### config.mk
export PLATFORM = sky130hd
export DESIGN_NAME = psram_standby_ctrl
export DESIGN_NICKNAME = d
export VERILOG_FILES = /design/src/rtl/psram_standby_pkg.sv /design/src/rtl/psram_wait_timer.sv /design/src/rtl/psram_cfg_reg.sv /design/src/rtl/psram_standby_ctrl.sv
export SDC_FILE = /design/constraint.sdc
export NUM_CORES = 1
export LEC_CHECK = 0
export BUFFER_PORTS_ARGS = -buffer_cell sky130_fd_sc_hd__buf_2
export CAP_MARGIN = 25
export CORE_UTILIZATION = 48
export DETAILED_ROUTE_END_ITERATION = 12
export GPL_TIMING_DRIVEN = 0
export PLACE_DENSITY = 0.75
export SYNTH_ARGS = -nofsm -noshare
export SYNTH_HDL_FRONTEND = slang
export SYNTH_SLANG_ARGS = --single-unit
### constraint.sdc
create_clock -name clk -period 1.7 [get_ports clk]
set_input_delay 0.34 -clock clk [delete_from_list [all_inputs] [get_ports clk]]
set_output_delay 0.34 -clock clk [all_outputs]
set_load 0.05 [all_outputs]
### src/rtl/psram_standby_pkg.sv
package psram_standby_pkg;

  localparam int CFG_W = 8;
  localparam int CFG_DEEP_OFF_BIT = 4;

  typedef enum logic [2:0] {
    M_PWRON     = 3'd0,
    M_INIT      = 3'd1,
    M_STANDBY   = 3'd2,
    M_ACTIVE    = 3'd3,
    M_PAR       = 3'd4,
    M_DPD_ENTRY = 3'd5,
    M_DPD       = 3'd6,
    M_RECOVER   = 3'd7
  } pmode_e;

  // Setup value after power-up or deep-sleep wake.
  function automatic logic [CFG_W-1:0] cfg_default();
    logic [CFG_W-1:0] v;
    v = '0;
    v[6:5] = 2'b11;            // temperature range: hottest
    v[CFG_DEEP_OFF_BIT] = 1'b1; // deep sleep disabled
    return v;
  endfunction

  function automatic logic mode_is_ready(pmode_e m);
    return (m == M_INIT) || (m == M_STANDBY) || (m == M_ACTIVE);
  endfunction

endpackage

### src/rtl/psram_wait_timer.sv
module psram_wait_timer #(
  parameter int CW = 8
) (
  input  logic          clk,
  input  logic          rst_n,
  input  logic          clear,
  input  logic          count_en,
  input  logic [CW-1:0] limit,
  output logic          done
);

  logic [CW-1:0] cnt_q;

  assign done = (cnt_q == limit);

  always_ff @(posedge clk or negedge rst_n) begin
    if (!rst_n)
      cnt_q <= '0;
    else if (clear)
      cnt_q <= '0;
    else if (count_en && !done)
      cnt_q <= cnt_q + 1'b1;
  end

endmodule

### src/rtl/psram_cfg_reg.sv
module psram_cfg_reg
  import psram_standby_pkg::*;
(
  input  logic             clk,
  input  logic             rst_n,
  input  logic             load_en,
  input  logic [CFG_W-1:0] load_val,
  input  logic             restore,
  output logic [CFG_W-1:0] cfg_q
);

  always_ff @(posedge clk or negedge rst_n) begin
    if (!rst_n)
      cfg_q <= cfg_default();
    else if (restore)
      cfg_q <= cfg_default();
    else if (load_en)
      cfg_q <= load_val;
  end

endmodule

### src/rtl/psram_standby_ctrl.sv
module psram_standby_ctrl
  import psram_standby_pkg::*;
#(
  parameter int PWRUP_US   = 200,
  parameter int DPD_MIN_US = 10,
  parameter int RECOVER_US = 200
) (
  input  logic             clk,
  input  logic             rst_n,
  input  logic             us_tick,
  input  logic             ce_n,
  input  logic             sleep_n,
  input  logic             we_n,
  input  logic             lb_n,
  input  logic             ub_n,
  input  logic [CFG_W-1:0] addr_lo,
  output logic [2:0]       mode,
  output logic             ready,
  output logic [CFG_W-1:0] cfg,
  output logic             data_valid,
  output logic             proto_err
);

  localparam int MAX_WAIT = (PWRUP_US > RECOVER_US)
                            ? ((PWRUP_US > DPD_MIN_US) ? PWRUP_US : DPD_MIN_US)
                            : ((RECOVER_US > DPD_MIN_US) ? RECOVER_US : DPD_MIN_US);
  localparam int CW = $clog2(MAX_WAIT + 1);

  pmode_e state_q, state_d;

  // Named events, also used by the checker
  logic ready_st, load_attempt, load_fire, load_reject;
  logic sleep_req, wake_active, idle_req;
  logic timer_done, timer_clear, timer_en;
  logic restore_cfg;
  logic [CW-1:0] wait_lim;

  assign ready_st     = mode_is_ready(state_q);
  assign load_attempt = !ce_n && !sleep_n && !we_n;
  assign load_fire    = load_attempt && ready_st;
  assign load_reject  = load_attempt && !ready_st;
  assign sleep_req    = !sleep_n && ce_n;
  assign wake_active  = sleep_n && !ce_n && (!lb_n || !ub_n);
  assign idle_req     = sleep_n && ce_n;

  function automatic logic [CW-1:0] limit_for(pmode_e s);
    case (s)
      M_PWRON:     return CW'(PWRUP_US);
      M_DPD_ENTRY: return CW'(DPD_MIN_US);
      M_RECOVER:   return CW'(RECOVER_US);
      default:     return '0;
    endcase
  endfunction

  always_comb begin
    state_d = state_q;
    case (state_q)
      M_PWRON:     if (timer_done) state_d = M_INIT;
      M_INIT, M_STANDBY, M_ACTIVE: begin
        if (sleep_req)
          state_d = cfg[CFG_DEEP_OFF_BIT] ? M_PAR : M_DPD_ENTRY;
        else if (wake_active)
          state_d = M_ACTIVE;
        else if (idle_req)
          state_d = M_STANDBY;
      end
      M_PAR:       if (sleep_n) state_d = M_STANDBY;
      M_DPD_ENTRY: begin
        if (sleep_n)         state_d = M_STANDBY;
        else if (timer_done) state_d = M_DPD;
      end
      M_DPD:       if (sleep_n) state_d = M_RECOVER;
      M_RECOVER:   if (timer_done) state_d = M_INIT;
      default:     state_d = M_PWRON;
    endcase
  end

  assign wait_lim    = limit_for(state_q);
  assign timer_clear = (state_d != state_q) || ((state_q == M_PWRON) && !ce_n);
  assign timer_en    = us_tick && (((state_q == M_PWRON) && ce_n) ||
                                   (state_q == M_DPD_ENTRY) ||
                                   (state_q == M_RECOVER));
  assign restore_cfg = (state_q == M_RECOVER) && timer_done;

  psram_wait_timer #(.CW(CW)) u_timer (
    .clk      (clk),
    .rst_n    (rst_n),
    .clear    (timer_clear),
    .count_en (timer_en),
    .limit    (wait_lim),
    .done     (timer_done)
  );

  psram_cfg_reg u_cfg (
    .clk      (clk),
    .rst_n    (rst_n),
    .load_en  (load_fire),
    .load_val (addr_lo),
    .restore  (restore_cfg),
    .cfg_q    (cfg)
  );

  always_ff @(posedge clk or negedge rst_n) begin
    if (!rst_n) begin
      state_q   <= M_PWRON;
      proto_err <= 1'b0;
    end else begin
      state_q <= state_d;
      if (load_reject) proto_err <= 1'b1;
    end
  end

  assign mode       = state_q;
  assign ready      = ready_st;
  assign data_valid = !((state_q == M_DPD) || (state_q == M_RECOVER));

endmodule

# Word-level counts from Yosys, hierarchy flattened
# Cells that the tools add are included.
# word_totals
regBits	20
latchBits	0
ramBits	0
romBits	0
in_bits	16
output_inout_bits	14
memories	0
# op_classes
addsub	1
multipliers	0
n_div	0
n_lt_le_gt_ge	0
eq_ne	9
shift	0
muxes	15
bitwise_logic	0
reduce_logical	33
# op_table
cell	count
2-to-1 mux 8 bit	4
2-to-1 mux 3 bit	8
one-hot mux 8 bit (2 select lines)	1
one-hot mux 3 bit (5 select lines)	1
logical AND 1 bit	13
== test 3 bit (second input constant)	4
adder 8 x 1 -> 8 bit (second input constant)	1
== test 8 bit	1
zero test 1 bit	8
logical OR 1 bit	7
== test 3 x 2 -> 1 bit (second input constant)	2
nonzero test 2 bit	2
== test 3 x 1 -> 1 bit (second input constant)	1
zero test 3 bit	1
inequality test 3 bit	1
OR reduction 3 bit	1
OR reduction 2 bit	1
2-to-1 mux 1 bit	1

# Longest topological paths before layout
# Gate-level depths: netlist (run 1).
# logic_depth
depth_word	10
mapped_depth	7
ltp_nobuf	5

# By module
# From an unflattened synthesis (run 1), not the netlist that was laid out.
# unflattened
cells_unflattened	134
hier_area_um2	1323.8
# by_module_without_submodules
module	instances	cells_per_inst	area_per_inst_um2
psram_wait_timer	1	55	548.0
psram_standby_ctrl	1	53	436.7
psram_cfg_reg	1	26	339.1

# Least setup slack after synthesis (run 1)
# Ideal clock, no wire load.
# synth_timing
path_type	register to register
startpoint	register state_q[0], in the netlist mode[0]
endpoint	register u_cfg.cfg_q[0]
arrival_ns	2.728
path_slack_ns	-1.161
stages_incl_launch_ff	7
n_path_buf	1
synth_period_minus_slack_ns	2.861
cell_sequence	dfrtp_1 > clkbuf_1 > inv_1 > a21oi_1 > nand2_1 > mux2i_1 > nor2_1
# synth_between
elab_cells_between_ends	15
classes_between	6 x eq/ne; 2 x mux; 7 x reduce/logical
# synth_rtl
element	line_no	text
start: declaration	psram_standby_ctrl.sv:29	pmode_e state_q, state_d;
start signal: assignment	psram_standby_ctrl.sv:108	state_q <= state_d;
== test 3 x 1 -> 1 bit / == test 3 x 2 -> 1 bit (equally long branches)	psram_standby_pkg.sv:27	return (m == M_INIT) || (m == M_STANDBY) || (m == M_ACTIVE);
logical OR 1 bit	psram_standby_pkg.sv:27	
logical OR 1 bit (*)	psram_standby_pkg.sv:27	
net ready	psram_standby_ctrl.sv:18	output logic ready,
logical AND 1 bit (*)	psram_standby_ctrl.sv:40	assign load_fire = load_attempt && ready_st;
nonzero test 2 bit (no line) (*)	n/a	
end signal: assignment	psram_cfg_reg.sv:14	cfg_q <= cfg_default();
end signal: assignment	psram_cfg_reg.sv:16	cfg_q <= cfg_default();
end signal: assignment	psram_cfg_reg.sv:18	cfg_q <= load_val;
end: declaration	psram_cfg_reg.sv:9	output logic [CFG_W-1:0] cfg_q
# Mark *: on every way through the listed nets, which the timed path passes. The rest lies on a longest branch.
# A chain may end at the register's enable or synchronous reset.

# Final worst setup path (run 1)
# layout_timing
startpoint	register state_q[1], in the netlist mode[1]
endpoint	register u_timer.cnt_q[2]
# layout_between
elab_chain_cells	10
elab_cells_between_ends	32
classes_between	9 x eq/ne; 11 x mux; 12 x reduce/logical
# layout_lines
element	line_no	text
== test 3 bit / zero test 3 bit (equally long branches)	n/a	
OR reduction 2 bit (no line)	n/a	
one-hot mux 8 bit (2 select lines)	psram_standby_ctrl.sv:47	case (s)
== test 8 bit	psram_wait_timer.sv:14	assign done = (cnt_q == limit);
2-to-1 mux 3 bit	psram_standby_ctrl.sv:70	else if (timer_done) state_d = M_DPD;
2-to-1 mux 3 bit	psram_standby_ctrl.sv:69	if (sleep_n) state_d = M_STANDBY;
one-hot mux 3 bit (5 select lines)	psram_standby_ctrl.sv:57	case (state_q)
inequality test 3 bit	psram_standby_ctrl.sv:79	assign timer_clear = (state_d != state_q) || ((state_q == M_PWRON) && !ce_n);
logical OR 1 bit	psram_standby_ctrl.sv:79	
2-to-1 mux 8 bit / nonzero test 2 bit (equally long branches)	n/a	
end signal: assignment	psram_wait_timer.sv:22	cnt_q <= cnt_q + 1'b1;
end: declaration	psram_wait_timer.sv:12	logic [CW-1:0] cnt_q;
# Several ways; a longest one is shown, not always the timed one.

==> results by group, run 1 <==
Outcome
  • Status: complete, but fails checks
  • Failing checks: negative setup slack

STA
  • Worst setup margin: -0.298 ns
  • Worst slew margin: between 60% and 70%
  • FMAX: 501 MHz
  • Tmin final: ~2 ns
  • RSZ-0062 raised after global routing: yes
  • Worst-Margin Slew: approximately 0.46 ns
  • Final period utilization: 118%
  • Final Hold Viols: 0
  • Count of final setup violators: 21
  • Max Slew Vio Count: 0
  • Worst Skew: 0.00813 ns

Power and ir drop
  • Tot Pwr: roughly 4300 uW
  • Pleak: 0.000954 uW
  • Pwr per Cell Area: a little over 2000 mW/mm2
  • Max VDD drop: 1.68 mV

Synthesis
  • Number of synthesized flops with an enable pin: 0
  • Avg Cell Area, Syn: 9.27 um2
  • Cell variety after synth: 45
  • Area fraction of the dominant cell type after synthesis: 32.5%
  • Most frequent cell after synthesis: dfrtp_1
  • Top post-synthesis cells by area: dfrtp_1, mux2i_1, dfstp_2, o21ai_0, nor3_1
  • Cell count after synthesis: approximately 140
  • FFs w/ async S/R, synth: between 90% and 100%
  • Post-Synthesis Cell Area: ~0.0013 mm2
  • Post-synthesis sequential area ratio: around 39%
  • Post-Syn Nets: between 150 and 200
  • Yosys warning count: 0
  • Commonest cells post-synth: dfrtp_1, nor2_1, o21ai_0
  • Leading register cell type out of synthesis: dfrtp_1
  • Synth Register Bits: 20
  • Post-synth top area cell: dfrtp_1

Global route
  • Vias in the first global route: between 1,000 and 1,500
  • GRT Residual Overflow: 0
  • Initial antenna violation count: 0
  • Largest net degree at the start of global routing: 21
  • First-pass GRT wire length: roughly 6.2 mm
  • GR Util All Layers: ~30%

Die
  • Core area: between 0.002 and 0.003 mm2
  • Starting Density: between 50 and 60%
  • Die area: 0.00294 mm2
  • Die height: about 54 um
  • # rows: 18
  • Die Wd: between 50 and 60 um
  • Ports: 30

Drt
  • DR iter-0 viols: 73
  • Routed WL: 4.66 mm
  • Vias per std cell: around 6.3
  • Drt drc: 0
  • Met3 wire length: ~280 um
  • Final ANT Viol Nets: 0
  • Met1 wire length: between 1.5 and 2 mm
  • Metal2 WL: around 2.4 mm
  • Routed via count: ~1,500
  • Routed len/inst: around 20 um
  • DR pass1 iterations: 4
  • Top Layer Used: met4

Critical path
  • Critical path arrival: roughly 2.2 ns
  • CP Max Fanout: 6
  • Critical path class: reg -> reg
  • Crit path launch type: flop
  • Worst setup EP type: flop
  • Critical path required time: a little under 2 ns

CTS
  • CTS sink cnt: 20
  • Worst-Skew Late Latency: 0.32 ns
  • Worst-path clk slew: 0.12 ns
  • CTS Buf Count: 3
  • CTS tree: built
  • Clock Tree Buf Depth: 2
  • H-tree depth: 1
  • Clock root cell: clkbuf_4

Placement
  • Port buffer count: 28
  • Final GP Congestion: about 0.83
  • Hpwl dp: between 2 and 2.5 mm
  • Cells after DPL: about 200
  • Area after DPL: between 0.0015 and 0.002 mm2

Finish
  • Diodes inserted: 0
  • Fin nets: about 220
  • Final std cells w/o fill: 235
  • Design Area, Final: approximately 0.002 mm2
  • Layout cells sized above 1: a little under three fifths
  • Area growth syn-to-layout: 56.9%

Flow run
  • Max-cap violations: 0

Hold path
  • Hold WC Path Type: in -> reg
[registers in the layout (all words and copies together) (netlist names)]
signal	flops
u_timer.cnt_q	8
proto_err	1
u_cfg.cfg_q	8
mode	3
[path summary, 6_finish.rpt]
check                                      startpoint                      endpoint  slack, ns  cells after the start
worst max-delay path                mode[1]$_DFF_PN0_  u_timer.cnt_q[2]$_DFFE_PN0P_      -0.30                      7
worst min-delay path                             we_n         proto_err$_DFFE_PN0P_       0.20                      2
worst max register to register      mode[1]$_DFF_PN0_  u_timer.cnt_q[2]$_DFFE_PN0P_      -0.30                      7
worst min register to register  proto_err$_DFFE_PN0P_         proto_err$_DFFE_PN0P_       0.49                      2
max in group asynchronous                       rst_n  u_timer.cnt_q[6]$_DFFE_PN0P_       0.85                      2
min in group asynchronous                       rst_n    u_cfg.cfg_q[2]$_DFFE_PN0P_       0.50                      2
[cell type report]
class,instances,area [um2]
flip-flops and latches,20,509
well taps,30,37.5
fillers,137,470
clock buffers,4,36.3
multi-input cells,109,945
plain buffers,5,53.8
repair buffers,62,447
inverters,5,23.8
[power by group]
group          internal, uW  total [uW]  switching [uW]
sequential              625         765             140
combinational          1370        3200            1830
clock                   131         294             163
total                  2120        4260            2140
[metrics by stage]
step	setup TNS, ns	setup slack (ns)	utilization (%)	hold slack (ns)
2_1_floorplan	-4.16	-0.308	-	0.0444
4_1_cts	-1.99	-0.141	73.8	0.210
3_5_place_dp	-6.28	-0.436	61.3	0.310
6_report	-4.44	-0.298	81.3	0.200
5_1_grt	-5.51	-0.321	81.3	0.192
3_3_place_gp	-6.26	-0.468	61.3	0.298
[layer usage]
| layer | GRT usage (%) | vias to the layer above |
|---|---|---|
| met2 | 53.5 | 79 |
| li1 | - | 652 |
| met1 | 36.4 | 737 |
| met5 | 0 | - |
| met4 | 10.3 | 0 |
| met3 | 4.24 | 18 |
[worst max-delay path, cell delays in order (launching register included)]
cell and delay [ns]:
dfrtp_2 0.47, buf_6 0.15, buf_4 0.13, nor4b_4 0.33
o21a_2 0.20, nand2_1 0.08, or3_4 0.37, a211oi_2 0.19
[layout by cell type, fill, tap and decap left out, types with 3 or more instances in the layout]
master / count
mux2i_1: 8
dfrtp_1: 13
nor2_1: 7
nand2_1: 5
inv_1: 3
and2_1: 3
buf_4: 29
nor3_2: 5
a21oi_1: 3
dfstp_2: 3
a211oi_2: 3
or3_4: 3
clkbuf_4: 3
buf_2: 27
nor3_1: 4
and3_1: 3
nand3_1: 3
dfrtp_2: 4
o21ai_1: 3
nor2_2: 3
o21ai_0: 9
xor2_1: 5
buf_6: 6
[kinds of logic after synthesis]
| logic type | share of synthesized area, % |
|---|---|
| xor+xnor | 3.35 |
| mux | 6.12 |
| buf+inv | 4.59 |
| compound gates | 23.6 |
| simple gates | 22.8 |
| fa+ha+maj | 0.957 |
| flops | 38.6 |
[repair_timing]
item	in CTS	in global routing
pin swaps	22	12
buffers inserted	22	12
hold buffers	1	0
resized for setup	25	25
endpoints found under the setup margin	21	21
hold endpoints to repair	17	0
Power figures use the tool's default switching activity.
==> run 2, diff against run 1 <==
CORE_UTILIZATION = 50   (was 48)
CTS_BUF_LIST = sky130_fd_sc_hd__clkbuf_8   (was unset)
PLACE_DENSITY = 0.78   (was 0.75)
==> run 2 against run 1 <==
  * The flow still finishes with violations (negative setup slack)
  * Clock power is 64% higher
  * Critical path depth is 1 lower
  * First-iteration DRC count is 49% lower
  * Fmax is 2.4% higher
  * Sequential cell count stayed put
  * Die area is 3.9% lower
  * Via count is 5.0% lower
  * Largest cell class unchanged
  * Highest routed layer unchanged
==> results by group, run 2 (same netlist as run 1, synthesis figures left out) <==
Die
  • # rows: 18
  • Die Wd: ~53 um
  • Ports: 30
  • Die height: 53.1 um
  • Core area: 0.00248 mm2
  • Starting Density: around 53%
  • Die area: between 0.002 and 0.003 mm2

Power and ir drop
  • Max VDD drop: about 1.9 mV
  • Tot Pwr: between 4000 and 5000 uW
  • Pwr per Cell Area: 2170 mW/mm2
  • Pleak: 0.000916 uW

Drt
  • Drt drc: 0
  • Final ANT Viol Nets: 0
  • Routed len/inst: between 15 and 20 um
  • DR iter-0 viols: 37
  • Routed via count: 1,411
  • Routed WL: approximately 4.4 mm
  • Vias per std cell: between 6 and 7
  • DR pass1 iterations: 4

Global route
  • Largest net degree at the start of global routing: 21
  • First-pass GRT wire length: 6.03 mm
  • Initial antenna violation count: 0
  • Vias in the first global route: around 1,200
  • GR Util All Layers: around 31%
  • GRT Residual Overflow: 0

Critical path
  • Worst Setup SP: u_timer.cnt_q[4]$_DFFE_PN0P_
  • RR Startpoint: u_timer.cnt_q[4]$_DFFE_PN0P_
  • R2R depth: 6
  • Slowest Stage Delay on Critical Path: roughly 0.57 ns
  • Critical path required time: 1.85 ns
  • Worst setup EP type: flop
  • Critical path class: reg -> reg
  • CP Buf/Inv Count: 1
  • Largest delay contributor family on the critical path: compound AO/OA/AOI/OAI gates
  • Capturing point of the worst reg2reg path: u_timer.cnt_q[2]$_DFFE_PN0P_
  • Critical path arrival: between 2 and 2.5 ns
  • Slowest CP cell: or4_4
  • R2r setup slk: -0.25 ns
  • Cell chain of the critical path: or4_4 -> a21oi_4 -> o311ai_4 -> a32oi_4 -> buf_6 -> a211oi_2
  • Crit path launch type: flop
  • CP Max Fanout: 4

Placement
  • Hpwl dp: ~2.3 mm
  • DP Worst Slack: -0.470 ns
  • Final GP Congestion: 0.905
  • Port buffer count: 28

STA
  • Worst setup margin: -0.252 ns
  • Tmin final: approximately 2 ns
  • Count of final setup violators: 19
  • Worst Skew: 0.00395 ns
  • Fin Setup TNS: -4.10 ns
  • Worst slew margin: about two thirds
  • FMAX: 512 MHz
  • Final Hold Viols: 0
  • Final period utilization: 115%
  • Max Slew Vio Count: 0
  • Worst-Margin Slew: ~0.47 ns
  • RSZ-0062 raised after global routing: yes

Outcome
  • Failing checks: negative setup slack
  • Status: complete, but fails checks

CTS
  • Worst-Skew Late Latency: 0.27 ns
  • CTS tree: built
  • CTS Buf Count: 3
  • H-tree depth: 1
  • CTS sink cnt: 20
  • Worst-path clk slew: 0.08 ns
  • Cts hold-fix bufs: 0
  • Clock Tree Buf Depth: 2
  • Clock root cell: clkbuf_8

Hold path
  • Hold WC Path Type: in -> async

Finish
  • Fill cells: approximately 150
  • Most frequent cells in the layout: buf_2, buf_4, dfrtp_1
  • Fin nets: approximately 210
  • Diodes inserted: 0
  • Final core utilization: about 80%
  • Multi-input logic area: about 950 um2
  • Commonest non-fill, non-tap cell in the layout: buf_2
  • Layout cells sized above 1: a little over half
  • Area growth syn-to-layout: 52.1%
  • Reg area: just over 500 um2

Flow run
  • Max-cap violations: 0
-- run 2: changes by cell type in the layout (fill, tap and decap cells not counted), moves of 2 or more --
cell / delta
buf_4: -13
nor2_1: +4
buf_6: +3
clkbuf_4: -3
o21ai_1: -3
o21ai_2: +3
buf_12: -2
clkbuf_8: +2
inv_2: +2
inv_4: -2
nand3_2: -2
nor2_2: -2
nor2_4: -2
-- run 2: final cells by class --
type,count,area share [%]
Inverter,5,0.944
Tap cell,30,1.89
Sequential cell,20,25.6
Multi-Input combinational cell,109,47.6
Buffer,5,3.08
Clock buffer,3,2.08
Timing Repair Buffer,51,17.4
Clock inverter,1,1.51
-- run 2: how the worst max path moves through the flow --
| stage | endpoint | slack, ns | depth (start not counted) |
|---|---|---|---|
| 6_report | u_timer.cnt_q[2]$_DFFE_PN0P_ | -0.25 | 6 |
| 2_1_floorplan | u_timer.cnt_q[0]$_DFFE_PN0P_ | -0.31 | 6 |
| 4_1_cts | u_timer.cnt_q[0]$_DFFE_PN0P_ | -0.19 | 5 |
| 3_3_place_gp | mode[1]$_DFF_PN0_ | -0.46 | 6 |
| 3_5_place_dp | mode[1]$_DFF_PN0_ | -0.47 | 6 |
| 5_1_grt | u_timer.cnt_q[2]$_DFFE_PN0P_ | -0.29 | 7 |
-- run 2: what timing repair did --
| action | 4_1_cts | 5_1_grt |
|---|---|---|
| setup buffers | 18 | 6 |
| cloned | 0 | 0 |
| endpoints found under the setup margin | 21 | 21 |
| gates resized for setup | 30 | 19 |
| pin swaps | 16 | 15 |
-- run 2: report_power, final --
part	internal [uW]	total (uW)	switching [uW]	leakage [uW]
Sequential	626	761	135	0.000248
Clock	315	482	167	0.0000357
Combinational	1250	3060	1820	0.000632
-- run 2: routing by layer --
metal / GRT usage [%] / share of wire, %
met5: 0 / 0
met4: 14.5 / 3.3
met3: 4.02 / 4.5
met2: 48.1 / 48
met1: 41.2 / 44
-- run 2: stage by stage --
step                      hold slack, ns  cells  instance area, um2
after floorplan                   0.0444    141                1370
after CTS                         0.0314    218                1850
final                             0.0117    224                1990
after global routing              0.0485    224                1990
after detailed placement           0.318    199                1550
after global placement             0.304    199                1550
